==> config.mk <==
export PLATFORM = sky130hd
export DESIGN_NAME = twisted_ring_counter
export DESIGN_NICKNAME = d
export VERILOG_FILES = /design/src/rtl/twr_pkg.sv /design/src/rtl/twr_legal_check.sv /design/src/rtl/twr_next_state.sv /design/src/rtl/twr_phase_decode.sv /design/src/rtl/twisted_ring_counter.sv
export SDC_FILE = /design/constraint.sdc
export NUM_CORES = 1
export LEC_CHECK = 0
export BUFFER_PORTS_ARGS = -buffer_cell sky130_fd_sc_hd__buf_2
export CAP_MARGIN = 20
export CORE_AREA = 3 3 40 42
export CTS_CLUSTER_SIZE = 16
export DETAILED_ROUTE_END_ITERATION = 6
export DIE_AREA = 0 0 43 45
export HOLD_SLACK_MARGIN = 0.1
export PLACE_DENSITY = 0.59
export SLEW_MARGIN = 20
export SYNTH_ARGS = -nofsm -noshare
export SYNTH_HDL_FRONTEND = slang
export SYNTH_HIERARCHICAL = 1
export SYNTH_SLANG_ARGS = --single-unit
==> constraint.sdc <==
create_clock -name clk -period 1.8 [get_ports clk]
set_input_delay 0.27 -clock clk [delete_from_list [all_inputs] [get_ports clk]]
set_output_delay 0.27 -clock clk [all_outputs]
set_load 0.02 [all_outputs]
==> src/rtl/twr_pkg.sv <==
package twr_pkg;

    // Action chosen for the next edge (reset is applied in the register itself)
    typedef enum logic [1:0] {
        STEP_HOLD   = 2'd0,
        STEP_SHIFT  = 2'd1,
        STEP_REPAIR = 2'd2,
        STEP_PRESET = 2'd3
    } step_e;

    typedef struct packed {
        logic load;
        logic en;
    } ctrl_t;

    // Preset beats enable; an enabled illegal word is repaired, not shifted
    function automatic step_e pick_step(input ctrl_t c, input logic legal);
        step_e s;
        if (c.load)
            s = STEP_PRESET;
        else if (!c.en)
            s = STEP_HOLD;
        else if (legal)
            s = STEP_SHIFT;
        else
            s = STEP_REPAIR;
        return s;
    endfunction

endpackage

==> src/rtl/twr_legal_check.sv <==
module twr_legal_check #(
    parameter int STAGES = 4
) (
    input  logic [STAGES-1:0] q,
    output logic              legal
);
    localparam int EDGES = STAGES - 1;

    logic [EDGES-1:0] diff;

    // One flag per pair of neighbouring stages that disagree
    for (genvar i = 0; i < EDGES; i++) begin : g_diff
        assign diff[i] = q[i] ^ q[i+1];
    end

    // Legal iff at most one disagreement: clearing the lowest set bit leaves zero
    assign legal = ((diff & (diff - {{(EDGES-1){1'b0}}, 1'b1})) == '0);

endmodule

==> src/rtl/twr_next_state.sv <==
module twr_next_state
    import twr_pkg::*;
#(
    parameter int STAGES = 4
) (
    input  logic [STAGES-1:0] q,
    input  step_e             step,
    input  logic [STAGES-1:0] preset,
    output logic [STAGES-1:0] nxt
);
    always_comb begin
        case (step)
            STEP_SHIFT:  nxt = {q[STAGES-2:0], ~q[STAGES-1]};
            STEP_REPAIR: nxt = '0;
            STEP_PRESET: nxt = preset;
            default:     nxt = q;
        endcase
    end

endmodule

==> src/rtl/twr_phase_decode.sv <==
module twr_phase_decode #(
    parameter int STAGES = 4
) (
    input  logic [STAGES-1:0]   q,
    input  logic                legal,
    output logic [2*STAGES-1:0] hit
);
    localparam int PHASES = 2 * STAGES;

    logic [PHASES-1:0] raw;

    // Each phase is identified by one pair of adjacent stage bits
    for (genvar k = 0; k < PHASES; k++) begin : g_phase
        if (k == 0) begin : g_empty
            assign raw[k] = ~q[0] & ~q[STAGES-1];
        end else if (k < STAGES) begin : g_fill
            assign raw[k] = q[k-1] & ~q[k];
        end else if (k == STAGES) begin : g_full
            assign raw[k] = q[0] & q[STAGES-1];
        end else begin : g_drain
            assign raw[k] = ~q[k-STAGES-1] & q[k-STAGES];
        end
    end

    assign hit = legal ? raw : '0;

endmodule

==> src/rtl/twisted_ring_counter.sv <==
module twisted_ring_counter
    import twr_pkg::*;
#(
    parameter int STAGES = 4
) (
    input  logic                clk,
    input  logic                rst,
    input  logic                count_en,
    input  logic                preset_load,
    input  logic [STAGES-1:0]   preset_value,
    output logic [STAGES-1:0]   ring_q,
    output logic [2*STAGES-1:0] phase_hit
);
    logic              legal;
    step_e             step;
    ctrl_t             ctrl;
    logic [STAGES-1:0] nxt;

    twr_legal_check #(.STAGES(STAGES)) u_legal (
        .q     (ring_q),
        .legal (legal)
    );

    assign ctrl = '{load: preset_load, en: count_en};
    assign step = pick_step(ctrl, legal);

    twr_next_state #(.STAGES(STAGES)) u_next (
        .q      (ring_q),
        .step   (step),
        .preset (preset_value),
        .nxt    (nxt)
    );

    always_ff @(posedge clk) begin
        if (rst)
            ring_q <= '0;
        else
            ring_q <= nxt;
    end

    twr_phase_decode #(.STAGES(STAGES)) u_decode (
        .q     (ring_q),
        .legal (legal),
        .hit   (phase_hit)
    );

endmodule

Yosys cells after proc, flatten, opt, wreduce, memory -nomap -nowiden --
Index checks and enable logic that the tools add are counted.
Operators by class: bitwise operators 16, multiplexer cells 5, reduce and logical (&&, ||, !) cells 2, add/sub/neg operators 1, equal/unequal tests 3
Operators with widths (count):
- $pmux 4 s3 | 1
- $and 1x1->1 | 8
- $mux 8 | 1
- $mux 2 | 3
- $eq 2x2->1 const B | 2
- $not 1->1 | 4
- $and 3x3->3 | 1
- $logic_not 3->1 | 1
- $reduce_bool 3->1 | 1
- $sub 3x1->3 const B | 1
- $xor 1x1->1 | 3
- $eq 2x1->1 const B | 1
Storage, ports and cells: output and inout port bits 12, word-level logic and storage cells 28, input bits 8, register bits after elaboration 4

Logic depth before layout (Yosys ltp) --
depth in word-level cells 9, mapped depth 8, depth with buffers taken out 7

Hierarchy --
The synthesis kept the hierarchy.
By module, submodules not included:
- twr_next_state | times used 1, sequential area each 0.0 µm², cells an instance 14, area an instance 131.4 µm²
- twisted_ring_counter | times used 1, sequential area each 80.1 µm², cells an instance 11, area an instance 125.1 µm²
- twr_phase_decode | times used 1, sequential area each 0.0 µm², cells an instance 8, area an instance 71.3 µm²
- twr_legal_check | times used 1, sequential area each 0.0 µm², cells an instance 3, area an instance 31.3 µm²

Worst setup path before layout --
Ideal clock, no wire load.
kind flip-flop to flip-flop, from register ring_q[0], to register ring_q[0], library setup time 0.114 ns, slack -0.350 ns, clock period less this slack 2.150 ns, required time 1.686 ns, arrival 2.037 ns, stages on the path, launching flop included 9, buffers on the path 1, cell sequence dfxtp_1 mux2_1 mux2i_1 inv_1 a21o_1 buf_6 nand2b_4 a31o_1 nor2b_1
Between the ends: longest elaborated chain between the ends 9, elaborated cells on any way between the ends 12, classes of those cells add/sub (1); eq/ne (3); mux (4); bitwise (2); reduce/logical (2)
RTL lines:
- start: declaration | RTL line twisted_ring_counter.sv:11 | output logic [STAGES-1:0] ring_q,
- start signal: assignment | RTL line twisted_ring_counter.sv:38 | ring_q <= nxt;
- $xor 1x1->1 * | RTL line twr_legal_check.sv:13 | assign diff[i] = q[i] ^ q[i+1];
- $sub 3x1->3 | RTL line twr_legal_check.sv:17 | assign legal = ((diff & (diff - {{(EDGES-1){1'b0}}, 1'b1})) == '0);
- $and 3x3->3 * | RTL line twr_legal_check.sv:17
- $logic_not 3->1 * | RTL line twr_legal_check.sv:17
- named net legal | RTL line twisted_ring_counter.sv:14 | logic legal;
- $mux 2 * | RTL line twr_pkg.sv:23 | else if (legal)
- $mux 2 * | RTL line twr_pkg.sv:21 | else if (!c.en)
- $mux 2 * | RTL line twr_pkg.sv:19 | if (c.load)
- named net step[1] | RTL line twisted_ring_counter.sv:15 | step_e step;
- $eq 2x2->1 / $eq 2x1->1 (equally long branches) | RTL line twr_next_state.sv:12 | case (step)
- $pmux 4 s3 * | RTL line twr_next_state.sv:12
- named net nxt[0] | RTL line twisted_ring_counter.sv:17 | logic [STAGES-1:0] nxt;
Mark *: on every way through the listed nets, which the timed path passes. The rest lies on a longest branch. A chain may end at the register's enable or synchronous reset.

Worst setup path after layout --
from register ring_q[0], to output phase_hit[0]
Between the ends: longest elaborated chain between the ends 5, elaborated cells on any way between the ends 7, classes of those cells add/sub (1); mux (1); bitwise (4); reduce/logical (1)
RTL lines:
- $xor 1x1->1 * | RTL line twr_legal_check.sv:13
- $sub 3x1->3 | RTL line twr_legal_check.sv:17
- $and 3x3->3 * | RTL line twr_legal_check.sv:17
- $logic_not 3->1 * | RTL line twr_legal_check.sv:17
- named net legal | RTL line twisted_ring_counter.sv:14
- $mux 8 * | RTL line twr_phase_decode.sv:25 | assign hit = legal ? raw : '0;
- end: declaration | RTL line twisted_ring_counter.sv:12 | output logic [2*STAGES-1:0] phase_hit
Marks and branches as above.

==> run metrics <==
Syn. warnings=6; CP Capture Type=output port; pwr dens=716 nW/um^2; Clock Sinks=4; largest cells by area after synthesis=dfxtp_1 (22%), mux2i_1 (22%), and3b_1 (15%); cells along the critical path=mux2_4, mux2i_4, buf_6, nor3b_2, buf_4; Root Buffer=clkbuf_4; # fillers=140; synthesized cell area=359 um^2; Yosys top cell area share=22.3%; Finished Core Util=44.8%; Antenna Violating Nets Remaining=0; worst-margin pin slew=0.255 ns; post-route cell area=576 um^2; Reg with most FFs=ring_q; Clock Path Buffers=2; Detailed Route WL=841 um; total global-route track usage=9.73%; Post-Route Skew=0.00105 ns; Worst IR Drop VDD=596 uV; Finish-stage setup viols=0; CORE AREA=1280 um^2; cell taking the most area after synthesis=dfxtp_1; CP Class=reg -> out; Via density=4.39; Hold Vio Cnt, Final=0; area delta synth->final=60.3%; ant diodes=0; syn_nets=44; Final Max Tran Viols=0; family with the most delay on the worst path=multiplexers; period utilization=99.8%; antenna violations before repair=0; number of I/O port buffers=19; post-layout min period=1.80 ns; layout net count=71; Synth Register Bits=4; most frequent cells in the layout=buf_2 (11), buf_4 (8), mux2i_1 (7); Die Span Y=45 um; 1st-iter DRT viols=2; hold buffer count at cts=0; cts bufs inserted=3; post-synthesis sequential area ratio=22.3%; Post-DP Area=494 um^2; Worst Hold Class=in -> reg; run status=complete, no violations; layout cells sized above 1=56.5%; gr ovfl total=0; Via Count=338; H-Tree Level Count=1; fmax=557 MHz; CP peak stage delay=0.37 ns; post-synth cell types=15; most common cell after layout, fill and taps aside=buf_2; CP Launch Type=flop; Crit path buffers/inverters=2; Cells after Synth=36; WL/cell=10.9 um; die area=1940 um^2; GP Congestion=0.663; WP data required=1.53 ns; Max-cap violations=0; row cnt=13; max FFs per register=4; largest net degree at the start of global routing=10; Leak Pwr=0.317 nW; DRC viols=0; worst-path fanout max=9; Initial Utilization=27.9%; vias in the first global route=308; worst path arrival time=1.53 ns; RSZ-0062 raised after global routing=true; Largest regs=ring_q x4; first-pass GRT wire length=1380 um; # IOs=20; Clock transition at path regs=0.04 ns; Syn Area/Cell=9.97 um^2; CP max stage cell=dfxtp_4; DIE WIDTH=43 um; Clock Latency Late Sink=0.23 ns; Slew HR=82.5%; CTS tree=yes; drt first pass iters=2
through the flow:
stage	worst slack, ns	hold WS [ns]	total power, mW	TNS, ns	cells
2_1_floorplan	0.0240	0.332	0.225	0	36
3_3_place_gp	0.0803	0.466	0.268	0	71
3_5_place_dp	0.0666	0.473	0.270	0	71
4_1_cts	0.00765	0.222	0.409	0	77
5_1_grt	-0.0825	0.228	0.449	-0.527	77
6_report	0.00349	0.229	0.412	0	77
cell families (layout without fill, tap and decap cells):
| family | count (synthesis) | after routing | share of synthesized area, % |
|---|---|---|---|
| simple gates | 17 | 17 | 38.0 |
| mux | 9 | 9 | 25.4 |
| flops | 4 | 4 | 22.3 |
| compound gates | 3 | 3 | 6.97 |
| buf+inv | 3 | 29 | 7.32 |
Yosys cell counts:
| master | number |
|---|---|
| mux2i_1 | 8 |
| nor2b_1 | 4 |
| mux2_1 | 1 |
| a31o_1 | 1 |
| a21o_1 | 1 |
| dfxtp_1 | 4 |
| and3b_1 | 6 |
| a21o_2 | 1 |
| inv_1 | 1 |
| buf_6 | 2 |
| nand2b_1 | 3 |
| nor3b_1 | 1 |
| nor3b_2 | 1 |
| nand2b_4 | 1 |
| and3_1 | 1 |
power breakdown:
group          internal (mW)  total, mW  switching (mW)
Combinational         0.0978      0.181          0.0828
Clock                 0.0833      0.121          0.0379
Sequential            0.0973      0.110          0.0131
Total                  0.278      0.412           0.134
worst reg2reg max path: cells and delay by family (launching register included):
kind	cells	cell delay [ns]
AND/OR/NAND/NOR	2	0.28
AO/OA/AOI/OAI	2	0.42
buffers and inverters	1	0.05
multiplexers	2	0.48
flip-flops	1	0.37
final cells by class:
type | instances | area (um^2) | area share (%)
flip-flops and latches | 4 | 85.1 | 14.8
multi-input cells | 29 | 270 | 47.0
clock buffers | 4 | 26.3 | 4.57
repair buffers | 24 | 171 | 29.8
well taps | 15 | 18.8 | 3.26
inverters | 1 | 3.75 | 0.652
worst paths after layout:
kind                                      startpoint              endpoint  slack (ns)  cells past startpoint
worst max register to register  ring_q[0]$_SDFF_PP0_  ring_q[0]$_SDFF_PP0_        0.09                      7
worst min register to register  ring_q[1]$_SDFF_PP0_  ring_q[1]$_SDFF_PP0_        0.66                      3
worst min-delay path                             rst  ring_q[0]$_SDFF_PP0_        0.23                      2
worst max-delay path            ring_q[0]$_SDFF_PP0_          phase_hit[0]       0.003                      5
metal layers:
metal	vias up	global-route usage [%]	share of wire (%)
li1	180	-	-
met1	139	12.3	48
met2	19	15.3	44
met3	0	4.78	8.7
met4	0	1.81	0
met5	-	0	0
timing repair:
| action | CTS | global route |
|---|---|---|
| buffers inserted | 2 | 0 |
| gates resized for setup | 4 | 10 |
| setup endpoints to repair | 8 | 10 |
No activity file was read; power rests on OpenSTA's default activity.
